$ cat config.mk
export PLATFORM = sky130hd
export DESIGN_NAME = frac_clk_div
export DESIGN_NICKNAME = d
export VERILOG_FILES = /design/src/rtl/frac_clk_pkg.sv /design/src/rtl/fcd_ratio_clamp.sv /design/src/rtl/fcd_phase_step.sv /design/src/rtl/fcd_duty_step.sv /design/src/rtl/frac_clk_div.sv
export SDC_FILE = /design/constraint.sdc
export NUM_CORES = 1
export LEC_CHECK = 0
export ABC_AREA = 1
export BUFFER_PORTS_ARGS = -buffer_cell sky130_fd_sc_hd__buf_2
export CORE_MARGIN = 3
export CORE_UTILIZATION = 52
export CTS_CLUSTER_DIAMETER = 40
export CTS_CLUSTER_SIZE = 40
export DETAILED_ROUTE_END_ITERATION = 16
export PLACE_DENSITY = 0.8
export SLEW_MARGIN = 10
export SYNTH_ARGS = -nofsm -noshare
export SYNTH_HDL_FRONTEND = slang
export SYNTH_SLANG_ARGS = --single-unit
export TNS_END_PERCENT = 10
$ cat constraint.sdc
create_clock -name clk_i -period 13.1 [get_ports clk_i]
set_input_delay 3.275 -clock clk_i [delete_from_list [all_inputs] [get_ports clk_i]]
set_output_delay 3.275 -clock clk_i [all_outputs]
set_load 0.01 [all_outputs]
$ cat src/rtl/frac_clk_pkg.sv
`timescale 1ns/1ps
package frac_clk_pkg;

    // Default ratio word width.
    localparam int FCD_W = 12;

    // Largest ratio word whose ratio L/(2**w - L) does not exceed one half.
    function automatic int fcd_limit(input int w);
        return (2 ** w) / 3;
    endfunction

endpackage

$ cat src/rtl/fcd_ratio_clamp.sv
`timescale 1ns/1ps
module fcd_ratio_clamp #(
    parameter int W    = 12,
    parameter int LMAX = 1365
) (
    input  logic [W-1:0] ratio_i,
    output logic [W-1:0] ratio_o
);

    localparam logic [W-1:0] LIM = LMAX[W-1:0];

    // Words beyond the half-rate limit are pulled down to the limit.
    assign ratio_o = (ratio_i > LIM) ? LIM : ratio_i;

endmodule

$ cat src/rtl/fcd_phase_step.sv
`timescale 1ns/1ps
module fcd_phase_step #(
    parameter int W = 12
) (
    input  logic [W-1:0] acc_i,
    input  logic [W-1:0] lat_i,
    input  logic [W-1:0] nxt_i,
    output logic         fire_o,
    output logic [W-1:0] acc_o,
    output logic [W:0]   seed_o
);

    localparam logic [W:0] FULL = {1'b1, {W{1'b0}}};

    logic [W:0] sum;
    logic [W:0] modv;

    always_comb begin
        sum    = {1'b0, acc_i} + {1'b0, lat_i};
        modv   = FULL - {1'b0, lat_i};
        fire_o = (sum >= modv);
        acc_o  = fire_o ? W'(sum - modv) : sum[W-1:0];
        // Shadow value for the first high-phase comparison of the next period.
        seed_o = {1'b0, acc_o} + {1'b0, nxt_i};
    end

endmodule

$ cat src/rtl/fcd_duty_step.sv
`timescale 1ns/1ps
module fcd_duty_step #(
    parameter int W = 12
) (
    input  logic [W:0]   half_i,
    input  logic [W-1:0] lat_i,
    output logic         high_o,
    output logic [W:0]   half_o
);

    localparam logic [W+1:0] FULL2 = {2'b01, {W{1'b0}}};

    logic [W+1:0] ext;
    logic [W+1:0] step;
    logic [W+1:0] modv;

    // The shadow advances by 2L per cycle, so it crosses the modulus after
    // half as many cycles as the main accumulator.
    always_comb begin
        ext    = {1'b0, half_i};
        step   = ext + ({2'b00, lat_i} << 1);
        modv   = FULL2 - {2'b00, lat_i};
        high_o = (step < modv);
        half_o = (ext < modv) ? step[W:0] : half_i;
    end

endmodule

$ cat src/rtl/frac_clk_div.sv
`timescale 1ns/1ps
module frac_clk_div #(
    parameter int W = frac_clk_pkg::FCD_W
) (
    input  logic         clk_i,
    input  logic         rst_i,
    input  logic         frac_en_i,
    input  logic [W-1:0] ratio_i,
    output logic         clk_o,
    output logic         tick_o
);

    localparam int LMAX = frac_clk_pkg::fcd_limit(W);

    typedef struct packed {
        logic [W-1:0] acc;
        logic [W-1:0] lat;
        logic [W:0]   half;
        logic         clk;
        logic         tick;
    } fcd_state_t;

    localparam fcd_state_t RST_STATE = '{acc: '0, lat: '0, half: '1, clk: 1'b0, tick: 1'b0};

    fcd_state_t state_d, state_q;

    logic [W-1:0] lim_ratio;
    logic         fire;
    logic [W-1:0] acc_step;
    logic [W:0]   seed;
    logic         high_step;
    logic [W:0]   half_step;

    // Observation points for the bound checker.
    logic [W-1:0] acc_q;
    logic [W-1:0] lat_q;
    assign acc_q = state_q.acc;
    assign lat_q = state_q.lat;

    fcd_ratio_clamp #(.W(W), .LMAX(LMAX)) i_clamp (
        .ratio_i (ratio_i),
        .ratio_o (lim_ratio)
    );

    fcd_phase_step #(.W(W)) i_phase (
        .acc_i  (state_q.acc),
        .lat_i  (state_q.lat),
        .nxt_i  (lim_ratio),
        .fire_o (fire),
        .acc_o  (acc_step),
        .seed_o (seed)
    );

    fcd_duty_step #(.W(W)) i_duty (
        .half_i (state_q.half),
        .lat_i  (state_q.lat),
        .high_o (high_step),
        .half_o (half_step)
    );

    always_comb begin
        state_d = state_q;
        if (!frac_en_i || state_q.lat == '0) begin
            // Bypass or idle: keep the phase cleared and follow the ratio word.
            state_d.acc  = '0;
            state_d.lat  = lim_ratio;
            state_d.half = '1;
            state_d.clk  = 1'b0;
            state_d.tick = 1'b0;
        end else begin
            state_d.acc  = acc_step;
            state_d.tick = fire && (lim_ratio != '0);
            if (fire) begin
                // Period boundary: the only point where a new ratio is adopted.
                state_d.lat  = lim_ratio;
                state_d.half = seed;
                state_d.clk  = (lim_ratio != '0);
            end else begin
                state_d.half = half_step;
                state_d.clk  = high_step;
            end
        end
    end

    always_ff @(posedge clk_i) begin
        if (rst_i) begin
            state_q <= RST_STATE;
        end else begin
            state_q <= state_d;
        end
    end

    assign clk_o  = frac_en_i ? state_q.clk  : clk_i;
    assign tick_o = frac_en_i ? state_q.tick : 1'b1;

endmodule

==> results.sh <==
export IMPL_die_h_um=99.7
export IMPL_ys_flop_type="dfxtp_1"
export IMPL_hold_class="flop to flop"
export IMPL_critPathKind="clock port to primary output"
export IMPL_overflow=0
export IMPL_synth_edf_count=0
export IMPL_hpwl_um=9510
export IMPL_synth_nets=773
export IMPL_ys_types=43
export IMPL_die_w_um=99.7
export IMPL_postSynthCellCount=681
export IMPL_grt_util_all_layers_pct=24.6
export IMPL_wire_per_inst_um=14.8
export IMPL_ys_top_cells_by_count="nand2_1 (148), inv_1 (97), ha_1 (73)"
export IMPL_cts_tree="done"
export IMPL_fin_util_pct=57.9
export IMPL_grt_pass1_vias=4400
export IMPL_place_congestion=0.942
export IMPL_dieArea_um2=9930
export IMPL_synth_top_area_share_pct=20.0
export IMPL_status="finished clean"
export IMPL_critPathCaptureType="primary output"
export IMPL_clock_latency_ps=410
export IMPL_drt_iter0_markers=237
export IMPL_synth_most_common_cell="nand2_1"
export IMPL_drtAntennaViolNets=0
export IMPL_finalSetupViolations=0
export IMPL_worstPathMaxFanout=2
export IMPL_io_pins=17
export IMPL_drcViolationCount=0
export IMPL_worst_pin_slew_ps=1080
export IMPL_top_layer_used="met4"
export IMPL_cts_hold_buf=0
export IMPL_grt_pass1_wl_um=19700
export IMPL_grt_max_degree=40
export IMPL_p_per_area_nw_per_um2=123
export IMPL_synth_largest_area_cell="ha_1"
export IMPL_fin_area_um2=4850
export IMPL_fin_skew_ps=6.05
export IMPL_met2_wirelength_um=5660
export IMPL_maxCapViolCount=0
export IMPL_relSlewSlack_pct=27.8
export IMPL_startpoint_type="clock port"
export IMPL_critical_path_required_ps=9820
export IMPL_rsz0062_at_grt="no"
export IMPL_initial_core_util_pct=54.4
export IMPL_fp_row_count=33
export IMPL_seq_area_frac_synth_pct=17.1
export IMPL_finalMaxSlewViolations=0
export IMPL_ir_drop_v=0.0000495
export IMPL_wirelength_um=11900
export IMPL_place_area_um2=4720
export IMPL_synth_seq_cells=39
export IMPL_synth_area_um2=4560
export IMPL_synth_area_top_cells="ha_1 (20%), dfxtp_1 (17%), nand2_1 (12%)"
export IMPL_async_reset_ff_share_pct=0
export IMPL_avgViaCountPerCell=5.69
export IMPL_p_leak_nw=2.66
export IMPL_diodes=0
export IMPL_num_nets_final=790
export IMPL_reg2reg_slack_ps=7210
export IMPL_hold_viol=0
export IMPL_cts_resized=0
export IMPL_arrival_ps=6990
export IMPL_area_growth_pct=6.36
export IMPL_fin_tns_setup_ps=0
export IMPL_wl_met3_um=730
export IMPL_syn_avg_cell_area_um2=6.70
export IMPL_post_cts_buffers=0
export IMPL_core_um2=8380
export IMPL_via_count=4575
export IMPL_drive_gt1_share_pct=9.44
export IMPL_portBuffers=16
export IMPL_yosys_warnings=0
export IMPL_wl_met1_um=5220
export IMPL_drt_pass1_iter_count=5
export IMPL_path_clk_slew_ps=90
export IMPL_antenna_found_initial=0
where the power goes:
group	internal, W	total, W	switching, W
clock	0.0000594	0.000117	0.0000575
sequential	0.000127	0.000136	0.00000875
combinational	0.000130	0.000346	0.000216
cells in the final DEF, fill, tap and decap left out, drive strengths merged, types with 4 or more instances in the layout:
master | Yosys | final
a21oi | 60 | 60
buf | 9 | 18
clkbuf | 2 | 8
or2 | 9 | 9
o21bai | 4 | 4
ha | 73 | 73
nor2 | 58 | 58
inv | 99 | 100
a31oi | 5 | 5
a21o | 5 | 5
nand3 | 44 | 44
o21ai | 39 | 39
dfxtp | 39 | 39
xnor2 | 10 | 10
nor3 | 8 | 8
nand4 | 12 | 12
xor2 | 25 | 25
fa | 4 | 4
nand2 | 158 | 158
o211ai | 4 | 4
routing by layer:
metal	vias to the layer above	GRT usage (%)
met5	-	0
met1	2102	31.4
li1	2282	-
met4	0	8.61
met2	161	42.9
met3	30	2.38
flip-flops by register name, summed over array words and instances (netlist names):
register,flops
lat_q,12
acc_q,12
state_q,15
layout make-up:
type / instances / area, um^2
timing repair buffer: 17 / 90.1
clock inverter: 3 / 23.8
multi-input combinational: 532 / 3340
clock buffer: 9 / 115
tap: 105 / 131
inverter: 99 / 372
fill: 770 / 3530
sequential: 39 / 781
path summary, 6_finish.rpt:
path / startpoint / end / cells past startpoint
setup / recovery: clk_i / clk_o / 5
hold / removal: state_q[2]$_SDFFE_PP1P_ / state_q[2]$_SDFFE_PP1P_ / 2
setup reg to reg: lat_q[0]$_SDFFE_PP0P_ / state_q[13]$_SDFFE_PP1P_ / 36
hold reg to reg: state_q[2]$_SDFFE_PP1P_ / state_q[2]$_SDFFE_PP1P_ / 2
through the flow:
stage / setup slack [ps] / power [W] / std cells / hold slack (ps)
global placement: 3070 / 0.000464 / 793 / 492
global route: 2810 / 0.000652 / 804 / 543
CTS: 2830 / 0.000594 / 804 / 510
detailed placement: 3070 / 0.000480 / 793 / 492
floorplan: 3160 / 0.000405 / 681 / 469
finish: 2830 / 0.000599 / 804 / 508
critical path, stage by stage:
cell and delay, ps:
clkbuf_8 110, clkbuf_8 110, nand2_1 50, nand2_1 40, buf_2 130
logic make-up after synthesis:
family | synth area share, %
simple gates | 29.3
compound gates | 15.3
buf+inv | 9.68
fa+ha+maj | 21.8
flops | 17.1
xor+xnor | 6.72
other cells | 0.0822
(Power assumes the default switching activity.)
